===== config.mk =====
export PLATFORM = sky130hd
export DESIGN_NAME = rgb2yuv_csc
export DESIGN_NICKNAME = d
export VERILOG_FILES = /design/src/rtl/csc_pkg.sv /design/src/rtl/csc_coef_bank.sv /design/src/rtl/csc_frame_mode.sv /design/src/rtl/csc_row.sv /design/src/rtl/rgb2yuv_csc.sv
export SDC_FILE = /design/constraint.sdc
export NUM_CORES = 2
export LEC_CHECK = 0
export ABC_CLOCK_PERIOD_IN_PS = 5000
export CAP_MARGIN = 20
export CORE_ASPECT_RATIO = 1.25
export CORE_MARGIN = 10
export CORE_UTILIZATION = 57
export DETAILED_ROUTE_END_ITERATION = 7
export PLACE_DENSITY = 0.76
export SYNTH_ARGS = -nofsm -noshare
export SYNTH_HDL_FRONTEND = slang
export SYNTH_SLANG_ARGS = --single-unit
export TNS_END_PERCENT = 5

===== constraint.sdc =====
create_clock -name clk -period 5 [get_ports clk]
set_input_delay 1.25 -clock clk [delete_from_list [all_inputs] [get_ports clk]]
set_output_delay 1.25 -clock clk [all_outputs]
set_load 0.05 [all_outputs]

===== src/rtl/csc_pkg.sv =====
package csc_pkg;
  localparam int PIX_W     = 8;
  localparam int COEF_W    = 14;
  localparam int COEF_FRAC = 10;
  localparam int OFF_FRAC  = 4;
  localparam int NUM_COEF  = 12;
  localparam int CTRL_IDX  = 12;
  localparam int PROD_W    = COEF_W + PIX_W + 1;
  localparam int ACC_W     = PROD_W + 3;

  // Reset value of coefficient word idx (row-major: Y, U, V; R, G, B, offset)
  function automatic logic [COEF_W-1:0] default_coef(input int idx);
    case (idx)
      0:  return 14'h0107;
      1:  return 14'h0204;
      2:  return 14'h0064;
      3:  return 14'h0108;
      4:  return 14'h3F69;
      5:  return 14'h3ED6;
      6:  return 14'h01C1;
      7:  return 14'h0808;
      8:  return 14'h01C1;
      9:  return 14'h3E88;
      10: return 14'h3FB8;
      default: return 14'h0808;
    endcase
  endfunction

  // Signed weight times unsigned channel value
  function automatic logic signed [PROD_W-1:0] csc_mul(input logic [COEF_W-1:0] c,
                                                        input logic [PIX_W-1:0] p);
    logic signed [PROD_W-1:0] cw, pw;
    cw = PROD_W'($signed(c));
    pw = $signed({{(PROD_W-PIX_W){1'b0}}, p});
    return cw * pw;
  endfunction

  // Offset word moved onto the product scale
  function automatic logic signed [ACC_W-1:0] csc_offset(input logic [COEF_W-1:0] o);
    return $signed({{(ACC_W-COEF_W-(COEF_FRAC-OFF_FRAC)){1'b0}}, o,
                    {(COEF_FRAC-OFF_FRAC){1'b0}}});
  endfunction

  // Round half up, then saturate to the channel range
  function automatic logic [PIX_W-1:0] csc_round_clamp(input logic signed [ACC_W-1:0] acc);
    logic signed [ACC_W-1:0] t;
    t = acc + ACC_W'(1 << (COEF_FRAC-1));
    t = t >>> COEF_FRAC;
    if (t < 0) return '0;
    if (t > ACC_W'((1 << PIX_W) - 1)) return '1;
    return t[PIX_W-1:0];
  endfunction
endpackage


===== src/rtl/csc_coef_bank.sv =====
module csc_coef_bank
  import csc_pkg::*;
#(
  parameter int NCOEF = NUM_COEF,
  parameter int CW    = COEF_W,
  parameter int AW    = 4
) (
  input  logic                clk,
  input  logic                rst_n,
  input  logic                reg_wr,
  input  logic [AW-1:0]       reg_addr,
  input  logic [CW-1:0]       reg_wdata,
  output logic [NCOEF*CW-1:0] coef_flat,
  output logic                conv_en_cfg
);
  for (genvar i = 0; i < NCOEF; i++) begin : g_word
    logic [CW-1:0] word_q;
    always_ff @(posedge clk or negedge rst_n) begin
      if (!rst_n)
        word_q <= CW'(default_coef(i));
      else if (reg_wr && reg_addr == AW'(i))
        word_q <= reg_wdata;
    end
    assign coef_flat[i*CW +: CW] = word_q;
  end

  always_ff @(posedge clk or negedge rst_n) begin
    if (!rst_n)
      conv_en_cfg <= 1'b0;
    else if (reg_wr && reg_addr == AW'(CTRL_IDX))
      conv_en_cfg <= reg_wdata[0];
  end
endmodule


===== src/rtl/csc_frame_mode.sv =====
module csc_frame_mode (
  input  logic clk,
  input  logic rst_n,
  input  logic accept,
  input  logic sof,
  input  logic en_cfg,
  output logic px_mode,
  output logic frame_mode
);
  // A start-of-frame pixel picks up the programmed enable; others follow the frame
  assign px_mode = sof ? en_cfg : frame_mode;

  always_ff @(posedge clk or negedge rst_n) begin
    if (!rst_n)
      frame_mode <= 1'b0;
    else if (accept)
      frame_mode <= px_mode;
  end
endmodule


===== src/rtl/csc_row.sv =====
module csc_row
  import csc_pkg::*;
#(
  parameter int PW = PIX_W,
  parameter int CW = COEF_W
) (
  input  logic            clk,
  input  logic            rst_n,
  input  logic            adv,
  input  logic [3*PW-1:0] pix,
  input  logic [4*CW-1:0] coefs,
  input  logic [PW-1:0]   pass_val,
  input  logic            mode,
  output logic [PW-1:0]   res
);
  logic signed [PROD_W-1:0] prod_q [3];
  logic [CW-1:0]            off_q;
  logic [PW-1:0]            byp1_q, byp2_q;
  logic                     mode1_q, mode2_q;
  logic signed [ACC_W-1:0]  acc_q;
  logic signed [ACC_W-1:0]  sum_d;

  always_comb begin
    sum_d = csc_offset(off_q);
    for (int k = 0; k < 3; k++)
      sum_d = sum_d + ACC_W'(prod_q[k]);
  end

  always_ff @(posedge clk or negedge rst_n) begin
    if (!rst_n) begin
      for (int k = 0; k < 3; k++) prod_q[k] <= '0;
      off_q   <= '0;
      byp1_q  <= '0;
      byp2_q  <= '0;
      mode1_q <= 1'b0;
      mode2_q <= 1'b0;
      acc_q   <= '0;
      res     <= '0;
    end else if (adv) begin
      // stage 1: products, channel k of the row multiplies field (2-k) of the pixel
      for (int k = 0; k < 3; k++)
        prod_q[k] <= csc_mul(coefs[k*CW +: CW], pix[(2-k)*PW +: PW]);
      off_q   <= coefs[3*CW +: CW];
      byp1_q  <= pass_val;
      mode1_q <= mode;
      // stage 2: accumulate
      acc_q   <= sum_d;
      byp2_q  <= byp1_q;
      mode2_q <= mode1_q;
      // stage 3: round, clamp or bypass
      res     <= mode2_q ? csc_round_clamp(acc_q) : byp2_q;
    end
  end
endmodule


===== src/rtl/rgb2yuv_csc.sv =====
module rgb2yuv_csc
  import csc_pkg::*;
#(
  parameter int PW = PIX_W,
  parameter int CW = COEF_W,
  parameter int AW = 4
) (
  input  logic          clk,
  input  logic          rst_n,
  input  logic          reg_wr,
  input  logic [AW-1:0] reg_addr,
  input  logic [CW-1:0] reg_wdata,
  input  logic          in_valid,
  output logic          in_ready,
  input  logic [3*PW-1:0] in_data,
  input  logic          in_sof,
  input  logic          in_eol,
  output logic          out_valid,
  input  logic          out_ready,
  output logic [3*PW-1:0] out_data,
  output logic          out_sof,
  output logic          out_eol
);
  localparam int STAGES = 3;
  localparam int ROWS   = 3;

  logic [NUM_COEF*CW-1:0] coef_flat;
  logic conv_en_cfg, px_mode, frame_mode;
  logic adv, accept;
  logic [STAGES-1:0] vld_q, sof_q, eol_q;

  assign adv      = !vld_q[STAGES-1] || out_ready;
  assign in_ready = adv;
  assign accept   = in_valid && adv;

  csc_coef_bank #(.NCOEF(NUM_COEF), .CW(CW), .AW(AW)) u_bank (
    .clk, .rst_n, .reg_wr, .reg_addr, .reg_wdata,
    .coef_flat, .conv_en_cfg
  );

  csc_frame_mode u_mode (
    .clk, .rst_n, .accept, .sof(in_sof), .en_cfg(conv_en_cfg),
    .px_mode, .frame_mode
  );

  for (genvar r = 0; r < ROWS; r++) begin : g_row
    csc_row #(.PW(PW), .CW(CW)) u_row (
      .clk, .rst_n, .adv,
      .pix(in_data),
      .coefs(coef_flat[4*r*CW +: 4*CW]),
      .pass_val(in_data[(ROWS-1-r)*PW +: PW]),
      .mode(px_mode),
      .res(out_data[(ROWS-1-r)*PW +: PW])
    );
  end

  always_ff @(posedge clk or negedge rst_n) begin
    if (!rst_n) begin
      vld_q <= '0;
      sof_q <= '0;
      eol_q <= '0;
    end else if (adv) begin
      vld_q <= {vld_q[STAGES-2:0], accept};
      sof_q <= {sof_q[STAGES-2:0], in_sof};
      eol_q <= {eol_q[STAGES-2:0], in_eol};
    end
  end

  assign out_valid = vld_q[STAGES-1];
  assign out_sof   = sof_q[STAGES-1];
  assign out_eol   = eol_q[STAGES-1];
endmodule


======== Word level (Yosys, flattened, before mapping) ========
Cells that the tools add are included.
Widths: inputs -> output; s select.
operators by class
  magnitude comparators ................... 6
  $add $sub $neg .......................... 12
  multiplexer cells ....................... 31
  equal/unequal tests ..................... 12
  reductions and logical operators ........ 17
  multiply operators ...................... 9
operators with widths
  kind                    count
  $mul 14x9->23           9
  $mux 8                  15
  $add 26x11->26 const B  3
  $add 26x23->26          3
  $add 24x23->25          3
  $add 21x23->24          3
  $gt 16x9->1 const B     3
  $lt 16x1->1 const B     3
  $eq 4x4->1 const B      5
  $eq 4x3->1 const B      4
  $mux 1                  16
  $logic_and 1x1->1       14
  $eq 4x2->1 const B      2
  $eq 4x1->1 const B      1
  $logic_not 4->1         1
  $logic_not 1->1         1
  $logic_or 1x1->1        1
storage, ports and cells
  flip-flop bits (word level) ............. 580

======== Logic depth before layout (Yosys ltp) ========
  depth in word-level cells ............... 9
  gate-level depth with buffers ........... 23
  depth with buffers taken out ............ 23

======== Modules after synthesis ========
Synthesis repeated with hierarchy kept, for this count alone.
unflattened totals
  cell total of the unflattened synthesis .. 6,435
  area total of the unflattened synthesis .. 63,996.4 um2
modules (own cells, without submodules)
  module                    cells each  seq. area each (um2)  area each (um2)  instances
  csc_row (g_row[2].u_row)  2,115       3,153.0               19,591.3         1
  csc_row (g_row[1].u_row)  1,965       3,153.0               18,750.5         1
  csc_row (g_row[0].u_row)  1,943       3,153.0               18,748.0         1
  csc_coef_bank             387         4,304.1               6,472.5          1
  rgb2yuv_csc               21          225.2                 379.1            1
  csc_frame_mode            4           25.0                  55.1             1

======== Least setup slack after synthesis ========
OpenSTA, ideal clock, no wires.
  path kind ............................... input port to flip-flop
  from .................................... input in_data[0]
  to ...................................... register g_row[0].u_row.prod_q[22] (netlist name)
  buffers on the path ..................... 2
  slack ................................... -985 ps
  arrival ................................. 5,848 ps
  stages on the path ...................... 19
  required time ........................... 4,863 ps
  cells stage by stage .................... clkbuf_1 -> clkbuf_1 -> nand2_1 -> fa_1 -> fa_1 -> inv_1 -> fa_1 -> inv_1 -> fa_1 -> inv_1 -> ha_1 -> a21o_1 -> or3_1 -> o31ai_1 -> o2111ai_1 -> a21o_1 -> a21o_1 -> xnor2_1 -> a21oi_1
between the ends
  word-level cells in the longest chain between the ends .. 1
RTL lines
  what                            RTL line           source
  start: declaration              rgb2yuv_csc.sv:15  input logic [3*PW-1:0] in_data,
  $mul 14x9->23                   csc_pkg.sv:35      return cw * pw;
  end signal: indexed assignment  csc_row.sv:42      prod_q[k] <= csc_mul(coefs[k*CW +: CW], pix[(2-k)*PW +: PW]);
  end: declaration                csc_row.sv:16      logic signed [PROD_W-1:0] prod_q [3];
Every way passes these cells.
A chain may end at the register's enable or synchronous reset.

======== Final worst setup path ========
  from .................................... input in_data[16]
  to ...................................... register g_row[0].u_row.prod_q[67] (netlist name)
The elaborated chain is that of the path after synthesis.

==> metrics.md <==
| Metric | Value |
|---|---|
| Yosys Warn Count | `0` |
| Die Y | `397.0 um` |
| CP startpoint kind | `input pin` |
| Number of flops mapped to enable cells by yosys | `0` |
| Post-route insts no fill | `a little over 9000` |
| Hold Slack | `roughly 0.46 ns` |
| Core Util, Final | `67.81%` |
| CP Capture Type | `flop` |
| Routed WL | `177300 um` |
| CTS sink count | `approximately 550` |
| Final WS setup | `-0.3513 ns` |
| Post-DR vias/cell | `roughly 5.6` |
| Clock Pin Slew Worst Setup and Hold Paths | `~0.06 ns` |
| Setup violators final | `54` |
| Worst Path Arrival | `5.89 ns` |
| Global-route wire length before repair | `approximately 280000 um` |
| Slew @ Worst Pin | `approximately 1.1 ns` |
| Synthesized flop and latch total | `approximately 550` |
| Residual DRC | `0` |
| Commonest non-fill, non-tap cell in the layout | `inv_1` |
| GRT Residual Overflow | `0` |
| Die ar. | `about 130000 um2` |
| FMAX | `~190 MHz` |
| Clock skew | `roughly 0.032 ns` |
| TNS Setup | `-7.142 ns` |
| CTS max path bufs | `3` |
| Slew margin rel. | `between 20% and 30%` |
| CTS tree | `yes` |
| Final Cycle Share | `107.0%` |
| Most frequent cells in the layout | `inv_1, nand2_1, fa_1` |
| Final ANT Viol Nets | `0` |
| Post-synth cell types | `78` |
| PortBufs | `76` |
| Top FF cell, synth | `dfrtp_1` |
| Status | `finished, violations left` |
| Routed length per instance | `around 19 um` |
| Crit Path Max Fanout | `6` |
| Slew Viols, Final | `0` |
| Area growth, synth to finish | `18.29%` |
| Final Critical Period | `about 5.4 ns` |
| DP Wirelength | `between 100000 and 150000 um` |
| DRT iter0 DRCs | `3370` |
| RSZ-0062 raised after global routing | `true` |
| RD Place Congestion | `between 0.9 and 1` |
| Initial antenna violation count | `14` |
| Worst endpoint required time | `~5.5 ns` |
| I/O pin count | `77` |
| Syn_nets | `approximately 8700` |
| Core box area | `~110000 um2` |
| Initial Util | `57.32%` |
| Largest net degree at the start of global routing | `156` |
| Vias in the first global route | `54540` |
| Total Routing Usage GR | `approximately 28%` |
| Worst setup path class | `input pin to flop` |
| Root buf cell | `clkbuf_16` |
| TritonCTS buffer count | `61` |
| Worst-Skew Late Latency | `around 0.69 ns` |
| DP Cell Count | `between 9000 and 10000` |
| Vias | `roughly 52000` |
| Syn avg cell area | `9.053 um2` |
| Register-to-Register Path Depth | `21` |
| Gate Count Post-Synth | `7161` |
| Final hold vios | `0` |
| Maxcap violations | `0` |
| Async SR Flop Fraction | `100.0%` |
| Nets | `just over 9000` |
| WHS Path Cells | `2` |
| Die Span X | `321.6 um` |
| # rows | `roughly 140` |
| # H-tree levels | `2` |
| Worst Hold Class | `flop to flop` |
| Violated checks | `negative setup slack` |
| Register area share after synthesis | `between 20% and 30%` |
| Post-synthesis cell area | `between 60000 and 70000 um2` |
| Layout cells sized above 1 | `17.92%` |
| 1st-pass router iterations | `8` |
## worst max-delay path, cell delays in order
cell and delay (ns):
buf_12 0.10, bufbuf_16 0.25, buf_6 0.13, nand2_1 0.08
fa_1 0.56, inv_1 0.06, fa_1 0.49, fa_1 0.55
inv_1 0.05, fa_1 0.47, inv_1 0.04, ha_1 0.28
buf_4 0.16, nand4_1 0.08, nor2_1 0.05, buf_4 0.14
a31oi_4 0.19, o21ai_2 0.08, or4_1 0.43, a31oi_2 0.18
xor2_1 0.20, o21ai_1 0.09
## cells in the mapped netlist, drive strengths merged (17+ instances only)
cell | instances | area share (%)
o21a | 38 | 0.44
a21o | 70 | 0.81
buf | 21 | 0.12
a31oi | 32 | 0.35
dfstp | 60 | 2.4
a221o | 17 | 0.26
clkbuf | 244 | 1.4
and3 | 55 | 0.53
a21boi | 17 | 0.20
or3 | 26 | 0.25
nand3 | 70 | 0.54
nor2b | 38 | 0.37
nand4 | 18 | 0.17
o21ai | 175 | 1.4
o21bai | 20 | 0.23
fa | 855 | 26
xor2 | 105 | 1.4
dfrtp | 493 | 19
nand2b | 38 | 0.38
o31ai | 38 | 0.45
nand2 | 1133 | 6.6
inv | 1351 | 7.8
a21oi | 302 | 2.4
mux2 | 172 | 3.0
xnor2 | 171 | 2.3
nor3 | 54 | 0.42
nor2 | 256 | 1.5
ha | 591 | 11
and2 | 529 | 5.1
## sequential cells by signal (all words and copies together), names as in the netlist, 3 cells and up
register	cells
g_row.u_row.acc_q	51
g_row.u_row.byp1_q	24
sof_q	3
eol_q	3
g_row.u_row.off_q	42
g_row.u_row.res	24
u_bank.g_word.word_q	168
g_row.u_row.byp2_q	24
g_row.u_row.prod_q	207
vld_q	3
## metal layers
metal  wire length (um)  vias to the layer above  GRT usage (%)
li1                   -                    23550              -
met1              64240                    25860          31.86
met2              86340                     1864          46.98
met3              12910                      618          4.363
met4              13760                       10          18.47
met5                 58                        -              0
## repair_timing
| action | CTS | global route |
|---|---|---|
| buffers inserted | 34 | 14 |
| hold endpoints to repair | 0 | 0 |
| hold buffers | 0 | 0 |
| gates resized for setup | 198 | 209 |
| cloned | 16 | 8 |
| pin swaps | 118 | 96 |
| endpoints found under the setup margin | 105 | 110 |
## cell families after synthesis
group | share of synthesized area [%]
simple gates | 16.36
buf+inv | 9.363
fa+ha+maj | 37.81
compound gates | 8.222
flops | 21.46
xor+xnor | 3.729
mux | 3.050
## metrics by stage
step	instance area (um2)	setup WS (ns)
floorplan	65220	-0.6854
global placement	72100	-1.305
detailed placement	72110	-1.398
CTS	75570	-0.3125
global route	76660	-0.4875
finish	76680	-0.3513
## final cells by class
| class | instances | area (um2) |
|---|---|---|
| Timing Repair Buffer | 832 | 7594 |
| Inverter | 1352 | 5082 |
| Clock buffer | 81 | 1753 |
| Multi-Input combinational cell | 4991 | 46040 |
| Sequential cell | 553 | 13910 |
| Antenna cell | 10 | 25.02 |
| Fill cell | 8329 | 36410 |
| Tap cell | 1470 | 1839 |
| Clock inverter | 32 | 436.7 |
## final timing paths
kind | start | end | slack, ns
worst max register to register | g_row[0].u_row.prod_q[24] | g_row[0].u_row.acc_q[24] | -0.03
worst min register to register | g_row[2].u_row.byp2_q[7] | g_row[2].u_row.byp2_q[7] | 0.46
worst max-delay path | in_data[16] | g_row[0].u_row.prod_q[67] | -0.35
worst min-delay path | g_row[2].u_row.byp2_q[7] | g_row[2].u_row.byp2_q[7] | 0.46
max in group asynchronous | rst_n | u_bank.g_word[7].word_q[11] | 3.28
min in group asynchronous | rst_n | g_row[2].u_row.byp2_q[5] | 0.59
Power is left out: the tool's default activity adds up to more than one toggle a clock period on the data nets, which glitch-free logic cannot reach.
